==> src/rtl/wdt_pkg.sv <==
package wdt_pkg;

   typedef enum logic [1:0] {
      SEL_LOAD  = 2'b00,
      SEL_CTRL  = 2'b01,
      SEL_CLEAR = 2'b10,
      SEL_NONE  = 2'b11
   } wsel_e;

   // bit 6 down to bit 0
   typedef struct packed {
      logic       slow_src;
      logic       act_rst;
      logic       wd_en;
      logic       periodic;
      logic [1:0] pre_sel;
      logic       run_en;
   } ctrl_t;

   localparam int CTRL_W = $bits(ctrl_t);

   localparam logic [1:0] PRE_DIV1   = 2'b00;
   localparam logic [1:0] PRE_DIVMID = 2'b01;
   localparam logic [1:0] PRE_DIVMAX = 2'b10;

endpackage

==> src/rtl/wdt_regs.sv <==
module wdt_regs
   import wdt_pkg::*;
#(
   parameter int CNT_W = 16
) (
   input  logic             clk,
   input  logic             rst_n,
   input  logic             wr_en,
   input  logic [1:0]       wr_sel,
   input  logic [CNT_W-1:0] wr_data,
   output logic [CNT_W-1:0] load_o,
   output ctrl_t            ctrl_o,
   output logic             restart_o,
   output logic             clear_o,
   output logic             locked_o
);

   logic [CNT_W-1:0] load_q;
   ctrl_t            ctrl_q;
   logic             ld_hit, ct_hit, clr_hit;

   assign ld_hit  = wr_en && (wr_sel == SEL_LOAD)  && !ctrl_q.wd_en;
   assign ct_hit  = wr_en && (wr_sel == SEL_CTRL)  && !ctrl_q.wd_en;
   assign clr_hit = wr_en && (wr_sel == SEL_CLEAR);

   always_ff @(posedge clk) begin
      if (!rst_n) begin
         load_q <= '0;
         ctrl_q <= '0;
      end else begin
         if (ld_hit) load_q <= wr_data;
         if (ct_hit) ctrl_q <= ctrl_t'(wr_data[CTRL_W-1:0]);
      end
   end

   assign load_o    = load_q;
   assign ctrl_o    = ctrl_q;
   assign restart_o = clr_hit | ct_hit;
   assign clear_o   = clr_hit;
   assign locked_o  = ctrl_q.wd_en;

   AST_LOCK_STICKY: assert property (@(posedge clk) disable iff (!rst_n)
      locked_o |=> locked_o);
   AST_LOCKED_LOAD_HOLD: assert property (@(posedge clk) disable iff (!rst_n)
      locked_o |=> $stable(load_q));
   AST_LOCKED_CTRL_HOLD: assert property (@(posedge clk) disable iff (!rst_n)
      locked_o |=> $stable(ctrl_q));

endmodule

==> src/rtl/wdt_prescale.sv <==
module wdt_prescale
   import wdt_pkg::*;
#(
   parameter int MID_LOG = 4,
   parameter int MAX_LOG = 8
) (
   input  logic       clk,
   input  logic       rst_n,
   input  logic       restart,
   input  logic       run,
   input  logic       src_tick,
   input  logic [1:0] pre_sel,
   output logic       tick_o
);

   if (MID_LOG < 0 || MID_LOG > MAX_LOG) begin : g_bad_mid
      $error("wdt_prescale: MID_LOG must lie in 0..MAX_LOG");
   end
   if (MAX_LOG > 16) begin : g_bad_max
      $error("wdt_prescale: MAX_LOG above 16 is not supported");
   end

   if (MAX_LOG == 0) begin : g_nodiv
      assign tick_o = run && src_tick;
   end else begin : g_div
      localparam int PW = MAX_LOG;
      localparam logic [PW-1:0] LIM_MID = PW'((1 << MID_LOG) - 1);
      localparam logic [PW-1:0] LIM_MAX = PW'((1 << MAX_LOG) - 1);

      logic [PW-1:0] pcnt_q;
      logic [PW-1:0] lim;
      logic          at_lim;

      always_comb begin
         unique case (pre_sel)
            PRE_DIVMID: lim = LIM_MID;
            PRE_DIVMAX: lim = LIM_MAX;
            default:    lim = '0;
         endcase
      end

      assign at_lim = (pcnt_q >= lim);
      assign tick_o = run && src_tick && at_lim;

      always_ff @(posedge clk) begin
         if (!rst_n || restart) begin
            pcnt_q <= '0;
         end else if (run && src_tick) begin
            pcnt_q <= at_lim ? '0 : pcnt_q + 1'b1;
         end
      end

      AST_PRE_RESTART: assert property (@(posedge clk) disable iff (!rst_n)
         restart |=> (pcnt_q == '0));
   end

endmodule

==> src/rtl/wdt_count.sv <==
module wdt_count #(
   parameter int CNT_W = 16
) (
   input  logic             clk,
   input  logic             rst_n,
   input  logic             restart,
   input  logic             tick,
   input  logic             reload_at_zero,
   input  logic [CNT_W-1:0] load,
   output logic [CNT_W-1:0] count_o,
   output logic             expire_o
);

   logic [CNT_W-1:0] cnt_q;
   logic             zero;

   assign zero     = (cnt_q == '0);
   assign expire_o = tick && zero && !restart;

   always_ff @(posedge clk) begin
      if (!rst_n) begin
         cnt_q <= '0;
      end else if (restart) begin
         cnt_q <= load;
      end else if (tick) begin
         if (!zero)               cnt_q <= cnt_q - 1'b1;
         else if (reload_at_zero) cnt_q <= load;
         else                     cnt_q <= '1;
      end
   end

   assign count_o = cnt_q;

   AST_RESTART_LOADS: assert property (@(posedge clk) disable iff (!rst_n)
      restart |=> (cnt_q == $past(load)));
   AST_STEP_DOWN: assert property (@(posedge clk) disable iff (!rst_n)
      (tick && !restart && !zero) |=> (cnt_q == $past(cnt_q) - 1'b1));
   AST_FREE_WRAP: assert property (@(posedge clk) disable iff (!rst_n)
      (expire_o && !reload_at_zero) |=> (&cnt_q));

endmodule

==> src/rtl/wdt_event.sv <==
module wdt_event (
   input  logic clk,
   input  logic rst_n,
   input  logic expire,
   input  logic clear,
   input  logic wd_mode,
   input  logic act_rst,
   output logic irq_o,
   output logic rst_req_o
);

   logic irq_q, rst_q;
   logic to_rst;

   assign to_rst = wd_mode && act_rst;

   always_ff @(posedge clk) begin
      if (!rst_n) begin
         irq_q <= 1'b0;
         rst_q <= 1'b0;
      end else begin
         rst_q <= expire && to_rst;
         if (clear)                  irq_q <= 1'b0;
         else if (expire && !to_rst) irq_q <= 1'b1;
      end
   end

   assign irq_o     = irq_q;
   assign rst_req_o = rst_q;

   AST_IRQ_HOLD: assert property (@(posedge clk) disable iff (!rst_n)
      (irq_q && !clear) |=> irq_q);
   AST_RST_ONLY_WD: assert property (@(posedge clk) disable iff (!rst_n)
      rst_q |-> wd_mode);
   AST_RST_KEEPS_IRQ: assert property (@(posedge clk) disable iff (!rst_n)
      rst_q |-> $stable(irq_q));

endmodule

==> src/rtl/lockable_wdt.sv <==
module lockable_wdt
   import wdt_pkg::*;
#(
   parameter int CNT_W       = 16,
   parameter int PRE_MID_LOG = 4,
   parameter int PRE_MAX_LOG = 8
) (
   input  logic             clk,
   input  logic             rst_n,
   input  logic             slow_tick,
   input  logic             wr_en,
   input  logic [1:0]       wr_sel,
   input  logic [CNT_W-1:0] wr_data,
   output logic [CNT_W-1:0] count_o,
   output logic             irq_o,
   output logic             rst_req_o,
   output logic             locked_o
);

   if (CNT_W < CTRL_W) begin : g_bad_width
      $error("lockable_wdt: CNT_W must hold the control word");
   end

   logic [CNT_W-1:0] load;
   ctrl_t            ctrl;
   logic             restart, clear, locked;
   logic             run, src_tick, tick, expire, reload_at_zero;

   wdt_regs #(.CNT_W(CNT_W)) u_regs (
      .clk      (clk),
      .rst_n    (rst_n),
      .wr_en    (wr_en),
      .wr_sel   (wr_sel),
      .wr_data  (wr_data),
      .load_o   (load),
      .ctrl_o   (ctrl),
      .restart_o(restart),
      .clear_o  (clear),
      .locked_o (locked)
   );

   assign run            = ctrl.run_en | ctrl.wd_en;
   assign src_tick       = (ctrl.slow_src | ctrl.wd_en) ? slow_tick : 1'b1;
   assign reload_at_zero = ctrl.periodic | ctrl.wd_en;

   wdt_prescale #(.MID_LOG(PRE_MID_LOG), .MAX_LOG(PRE_MAX_LOG)) u_pre (
      .clk     (clk),
      .rst_n   (rst_n),
      .restart (restart),
      .run     (run),
      .src_tick(src_tick),
      .pre_sel (ctrl.pre_sel),
      .tick_o  (tick)
   );

   wdt_count #(.CNT_W(CNT_W)) u_cnt (
      .clk           (clk),
      .rst_n         (rst_n),
      .restart       (restart),
      .tick          (tick),
      .reload_at_zero(reload_at_zero),
      .load          (load),
      .count_o       (count_o),
      .expire_o      (expire)
   );

   wdt_event u_evt (
      .clk      (clk),
      .rst_n    (rst_n),
      .expire   (expire),
      .clear    (clear),
      .wd_mode  (ctrl.wd_en),
      .act_rst  (ctrl.act_rst),
      .irq_o    (irq_o),
      .rst_req_o(rst_req_o)
   );

   assign locked_o = locked;

   AST_HALT_IDLE: assert property (@(posedge clk) disable iff (!rst_n)
      (!run && !restart) |=> $stable(count_o));
   AST_WD_SLOW_ONLY: assert property (@(posedge clk) disable iff (!rst_n)
      (locked && !slow_tick && !restart) |=> $stable(count_o));

endmodule

==> config.mk <==
export PLATFORM = sky130hd
export DESIGN_NAME = lockable_wdt
export DESIGN_NICKNAME = d
export VERILOG_FILES = /design/src/rtl/wdt_pkg.sv /design/src/rtl/wdt_regs.sv /design/src/rtl/wdt_prescale.sv /design/src/rtl/wdt_count.sv /design/src/rtl/wdt_event.sv /design/src/rtl/lockable_wdt.sv
export SDC_FILE = /design/constraint.sdc
export NUM_CORES = 1
export LEC_CHECK = 0
export BUFFER_PORTS_ARGS = -buffer_cell sky130_fd_sc_hd__buf_2
export CELL_PAD_IN_SITES_DETAIL_PLACEMENT = 0
export CELL_PAD_IN_SITES_GLOBAL_PLACEMENT = 1
export CORE_MARGIN = 5
export CORE_UTILIZATION = 44
export CTS_CLUSTER_SIZE = 24
export DETAILED_ROUTE_END_ITERATION = 10
export PLACE_DENSITY_LB_ADDON = 0.1
export SLEW_MARGIN = 5
export SYNTH_ARGS = -nofsm -noshare
export SYNTH_HDL_FRONTEND = slang
export SYNTH_SLANG_ARGS = --single-unit
export TNS_END_PERCENT = 30
==> constraint.sdc <==
create_clock -name clk -period 4.95 [get_ports clk]
set_input_delay 0.495 -clock clk [delete_from_list [all_inputs] [get_ports clk]]
set_output_delay 0.495 -clock clk [all_outputs]
set_load 0.01 [all_outputs]
Word level (Yosys, flattened, before mapping)

Cells that the tools add are included.

$lt $le $gt $ge: 1
Divide/modulo/power cells: 0
$add $sub $neg: 2
Bitwise logic cells: 5
Mux-type cells: 7
Multipliers: 0
Reduce and logical (&&, ||, !) cells: 21
Equality and inequality tests: 4
Shifts and indexed selects: 0

Operators with widths:

| operator                | count |
|---|---|
| $mux W16                | 4 |
| $logic_not A16 Y1       | 1 |
| $pmux W8 S2             | 1 |
| $sub A16 B1 Y16 const B | 1 |
| $logic_and A1 B1 Y1     | 12 |
| $add A8 B1 Y8 const B   | 1 |
| $ge A8 B8 Y1            | 1 |
| $mux W8                 | 1 |
| $eq A2 B1 Y1 const B    | 2 |
| $eq A2 B2 Y1 const B    | 2 |
| $logic_not A1 Y1        | 4 |
| $or A1 B1 Y1            | 4 |
| $logic_not A2 Y1        | 1 |
| $reduce_bool A2 Y1      | 1 |
| $reduce_or A2 Y1        | 1 |
| $logic_or A1 B1 Y1      | 1 |
| $mux W1                 | 1 |
| $not A1 Y1              | 1 |

Bits in latches: 0
Input bits: 22
Bits in read-only memories: 0
Flip-flop bits (word level): 49
Memory bits (writable): 0
Logic and storage cells: 51
Output and inout bits: 19
Memories kept: 0

Depth between registers and ports, before layout

Depth in word-level cells: 7
Gate-level depth with buffers: 12
Mapped depth without buffers: 10

Modules after synthesis

From an unflattened synthesis, not the netlist that was laid out.

Cell total of the unflattened synthesis: 302
Area total of the unflattened synthesis: 2731.4 sq um

By module, submodules not included:

| module       | cells each | sequential area each (sq um) | area each (sq um) | times used |
|---|---|---|---|---|
| wdt_count    | 138        | 320.3                        | 1151.1            | 1 |
| wdt_regs     | 97         | 460.4                        | 978.4             | 1 |
| wdt_prescale | 58         | 160.2                        | 510.5             | 1 |
| wdt_event    | 6          | 40.0                         | 71.3              | 1 |
| lockable_wdt | 3          | 0.0                          | 20.0              | 1 |

Least setup slack after synthesis

Ideal clock, no wire load.

Kind: flip-flop to flip-flop
From: register u_regs.ctrl_q (netlist bit u_regs.ctrl_o[1])
To: register u_cnt.cnt_q[3], in the netlist u_cnt.count_o[3]
Arrival: 2228 ps
Cell stages (with the launch flop): 11
Setup time: 61 ps
Setup slack: 2661 ps
Path buffers: 2
Data required time: 4889 ps
Period minus slack after synthesis: 2289 ps
Cell sequence: dfxtp_1 -> inv_1 -> ha_1 -> ha_1 -> a21oi_1 -> o21bai_1 -> a22oi_1 -> and2_1 -> buf_2 -> clkbuf_1 -> o221a_1

Cells in the longest elaborated chain, start to end: 5
Elaborated cells on any way between the ends: 6
Classes of those cells: 1 x order compare; 2 x eq/ne; 1 x mux; 2 x reduce/logical

Ends and longest elaborated chain:

| element                                      | line               | text |
|---|---|---|
| start: declaration                           | wdt_regs.sv:19     | `ctrl_t ctrl_q;` |
| start signal: assignment                     | wdt_regs.sv:32     | `if (ct_hit) ctrl_q <= ctrl_t'(wr_data[CTRL_W-1:0]);` |
| $eq A2 B2 Y1 or $eq A2 B1 Y1 (tied branches) | wdt_prescale.sv:35 | `unique case (pre_sel)` |
| $pmux W8 S2 (*)                              | wdt_prescale.sv:35 |  |
| $ge A8 B8 Y1 (*)                             | wdt_prescale.sv:42 | `assign at_lim = (pcnt_q >= lim);` |
| $logic_and A1 B1 Y1 (*)                      | wdt_prescale.sv:43 | `assign tick_o = run && src_tick && at_lim;` |
| $reduce_bool A2 Y1 (no line) (*)             | -                  |  |
| end signal: assignment                       | wdt_count.sv:24    | `cnt_q <= load;` |
| end signal: assignment                       | wdt_count.sv:26    | `if (!zero) cnt_q <= cnt_q - 1'b1;` |
| end signal: assignment                       | wdt_count.sv:27    | `else if (reload_at_zero) cnt_q <= load;` |
| end: declaration                             | wdt_count.sv:14    | `logic [CNT_W-1:0] cnt_q;` |

Every way passes the cells marked *; elsewhere a longest branch is shown, timed or not.
A chain may end at the register's enable or synchronous reset.

Final worst setup path

From: register u_regs.ctrl_q (netlist bit u_regs.ctrl_o[1])
To: register u_pre.g_div.pcnt_q[6]

Cells in the longest elaborated chain, start to end: 4
Elaborated cells on any way between the ends: 5
Classes of those cells: 1 x order compare; 2 x eq/ne; 2 x mux

Ends and longest elaborated chain:

| element                                      | line               | text |
|---|---|---|
| $eq A2 B2 Y1 or $eq A2 B1 Y1 (tied branches) | wdt_prescale.sv:35 |  |
| $pmux W8 S2 (*)                              | wdt_prescale.sv:35 |  |
| $ge A8 B8 Y1 (*)                             | wdt_prescale.sv:42 |  |
| $mux W8 (*)                                  | wdt_prescale.sv:49 | `pcnt_q <= at_lim ? '0 : pcnt_q + 1'b1;` |
| end signal: assignment                       | wdt_prescale.sv:49 |  |
| end: declaration                             | wdt_prescale.sv:30 | `logic [PW-1:0] pcnt_q;` |

Marked as above.

==> results by group <==
Logic synthesis
  – Synthesized flop and latch total: 49
  – Adder-Cell Fraction of Synth Area: 4.65%
  – Most frequent cell after synthesis: nand2_1
  – Synth Area in Simple Gates: 23.5%
  – Register area share after synthesis: 40.5%
  – Synth unique cells: 45
  – Synth top area share: 40.5%
  – YS warnings: 0
  – Synth area leaders: dfxtp_1 (40%), nand2_1 (8.2%), a21oi_1 (8.1%)
  – Synth Area in XOR/XNOR: 4.70%
  – Mux contribution to synthesized area: 2.89%
  – Syn nets: 328
  – Synth top cells by count: nand2_1 (53), dfxtp_1 (49), a21oi_1 (39)
  – Post-Syn Area per Cell: 8.16 µm²
  – Synth async-reset ratio: 0%
  – Yosys top cell by area: dfxtp_1
  – Synth Instances: 297
  – Dominant synthesized flop cell: dfxtp_1
  – Number of flops mapped to enable cells by yosys: 0
  – Cell Area, Synth: 0.00242 mm²
  – Main combinational cell family by area after synthesis: simple AND/OR/NAND/NOR gates
  – Post-synthesis compound-gate area fraction: 19.9%

STA
  – Slew @ Worst Pin: 1.22 ns
  – Slew Limit Headroom: 18.4%
  – Fmax: 353 MHz
  – RSZ-0062 raised after global routing: false
  – Final setup viols: 0
  – Fin crit share: 57.2%
  – Slew Limit Fails: 0
  – Worst Skew: 0.00745 ns
  – Setup_tns: 0 ns
  – Hold Vio Cnt, Final: 0
  – Minimum clock period: 2.83 ns

Drt
  – Router iterations before antenna repair: 5
  – Final WL: 6060 µm
  – Iteration-0 DRC Markers: 90
  – Via density per instance: 5.39
  – Routed Antenna Nets: 0
  – Drt drc: 0
  – Routed via count: 2171
  – Post-DR wirelength/cell: 15.0 µm

Finish
  – Layout cells sized above 1: 16.0%
  – Final Cell Area: 0.00275 mm²
  – Post-layout nets: 362
  – Area Overhead vs Synth: 13.6%
  – Diodes inserted: 0
  – Fillers: 571

GRT
  – Number of global-route vias before repair: 2105
  – Tot GR Track Use: 17.7%
  – Antenna violations before repair: 0
  – Grt ovf: 0
  – Largest net degree at the start of global routing: 24
  – First-pass GRT wire length: 10200 µm

Job
  – Max Cap Viol: 0

Setup path
  – WP data required: 5.18 ns
  – Register-to-Register Path Depth: 9
  – Most used cell along the critical path: ha_1
  – Reg2Reg Setup Slack: 2.12 ns
  – Setup crit end kind: flip-flop
  – Crit path DAT: 3.06 ns
  – Crit-path max cell delay: 0.64 ns
  – Slowest cell on crit path: and2_1
  – Crit-path cells: inv_1 > ha_1 > ha_1 > a21oi_1 > o21bai_1 > a22oi_1 > and2_1 > nand2_1 > nor2_1
  – Reg-to-reg endpoint: u_pre.g_div.pcnt_q[6]$_SDFFE_PP0P_
  – Top delay family on crit path: simple AND/OR/NAND/NOR gates
  – CP bufs+invs: 1
  – Max FO, Critical Path: 18
  – R2R Path Start: u_regs.ctrl_o[1]$_SDFFE_PN0P_
  – Setup CP Type: flip-flop to flip-flop
  – Crit path launch type: flip-flop

Clock tree
  – Post-cts gate resize count: 0
  – Clock root buffer: clkbuf_8
  – Clock transition at path regs: 0.08 ns
  – Total clock sinks: 49
  – CTS tree: done
  – Skew-Pair Late Insertion Delay: 0.30 ns
  – CTS Buffer Depth: 2
  – Post-CTS Hold Fix Bufs: 0
  – Num CTS Buffers: 5
  – H-tree Lvls: 2
  – Setup repair bufs after CTS: 0

Worst hold path
  – Hold path start: wr_data[15]
  – Hold Path Depth: 3
  – Hold WC Path Type: input port to flip-flop
  – Hold Path End: u_regs.load_o[15]$_SDFFE_PN0P_

Status
  – Status: finished clean

Pwr
  – Worst vdd rail ir drop: 0.194 mV
  – Leakage: 0.00111 µW
  – Power Density: 356 mW/mm²

Floorplan
  – Core footprint: 0.00544 mm²
  – # IOs: 41
  – Starting Density: 44.6%
  – Number of cell rows: 27
  – DIE HEIGHT: 84.2 µm
  – Die area: 0.00709 mm²
  – Die width: 84.2 µm

Placement
  – PortBufs: 40
  – DP Wirelength: 4420 µm
  – GPL Wtd Cong: 0.836
  – DP Area: 0.00267 mm²
-- power breakdown --
group / leakage (µW) / switching, µW / internal (µW)
Clock: 0.0000443 / 125 / 111
Sequential: 0.000398 / 39.4 / 420
Combinational: 0.000667 / 170 / 114
Total: 0.00111 / 334 / 645
-- cell usage in the layout, fill, tap and decap left out, drive strengths merged, types with 5 or more instances in the layout --
cell type and instances:
inv 9, ha 9, o21ai 7, buf 42, nor3 8, nor4 9, a21oi 39, mux2i 7
nor2 26, dfxtp 49, o21a 5, nand4 5, nand2 53, xor2 12, clkbuf 7, o221ai 9
-- tightest hold or removal path: stages --
cell	delay (ns)
buf_2	0.10
nand2_1	0.04
a21oi_1	0.05
-- area by class of cell --
type                    instances  area (µm²)  share of cell area, %
inverters                       9        33.8                   1.23
repair buffers                 42         215                   7.81
clock buffers                   7        86.3                   3.13
well taps                      72        90.1                   3.27
multi-input cells             224        1350                   48.9
flip-flops and latches         49         981                   35.6
-- metrics by stage --
stage               setup WS, ns  hold slack, ns  utilization [%]  cells  power, µW
finish                      2.12           0.431             50.6    403        980
floorplan                   2.66           0.433                -    297        672
detailed placement          2.10           0.449             49.0    396        751
CTS                         2.10           0.417             50.6    403        989
global route                1.73           0.413             50.6    403       1050
global placement            2.23           0.446             49.0    396        749
-- layer usage --
layer | track usage (%) | wire (µm)
met1 | 23.5 | 2940
met2 | 29.2 | 2830
met3 | 4.22 | 258
met4 | 4.39 | 29
met5 | 0 | 0
-- worst max-delay path by stage --
stage / startpoint / end / slack, ns / cells past startpoint
floorplan: u_regs.ctrl_o[1]$_SDFFE_PN0P_ / u_cnt.count_o[3]$_SDFFE_PN0P_ / 2.66 / 10
global placement: u_regs.ctrl_o[1]$_SDFFE_PN0P_ / u_pre.g_div.pcnt_q[4]$_SDFFE_PP0P_ / 2.23 / 9
detailed placement: u_regs.ctrl_o[1]$_SDFFE_PN0P_ / u_pre.g_div.pcnt_q[5]$_SDFFE_PP0P_ / 2.10 / 10
CTS: u_regs.ctrl_o[1]$_SDFFE_PN0P_ / u_pre.g_div.pcnt_q[6]$_SDFFE_PP0P_ / 2.10 / 10
global route: u_regs.ctrl_o[1]$_SDFFE_PN0P_ / u_pre.g_div.pcnt_q[0]$_SDFFE_PP0P_ / 1.73 / 10
finish: u_regs.ctrl_o[1]$_SDFFE_PN0P_ / u_pre.g_div.pcnt_q[6]$_SDFFE_PP0P_ / 2.12 / 9
-- state kept, by name, summed over array words and instances, names as in the netlist --
name	cells
u_regs.locked_o	1
u_evt.irq_o	1
u_evt.rst_req_o	1
u_regs.load_o	16
u_pre.g_div.pcnt_q	8
u_cnt.count_o	16
u_regs.ctrl_o	6
-- kinds of logic after synthesis --
| logic type | Yosys count |
|---|---|
| AOI/OAI and AO/OA | 76 |
| xor gates and xnor gates | 13 |
| adders and majority gates | 9 |
| buffers and inverters | 24 |
| DFF | 49 |
| muxes | 7 |
| and+or+nand+nor | 119 |
Note: power is estimated with default switching activity, not from simulation.
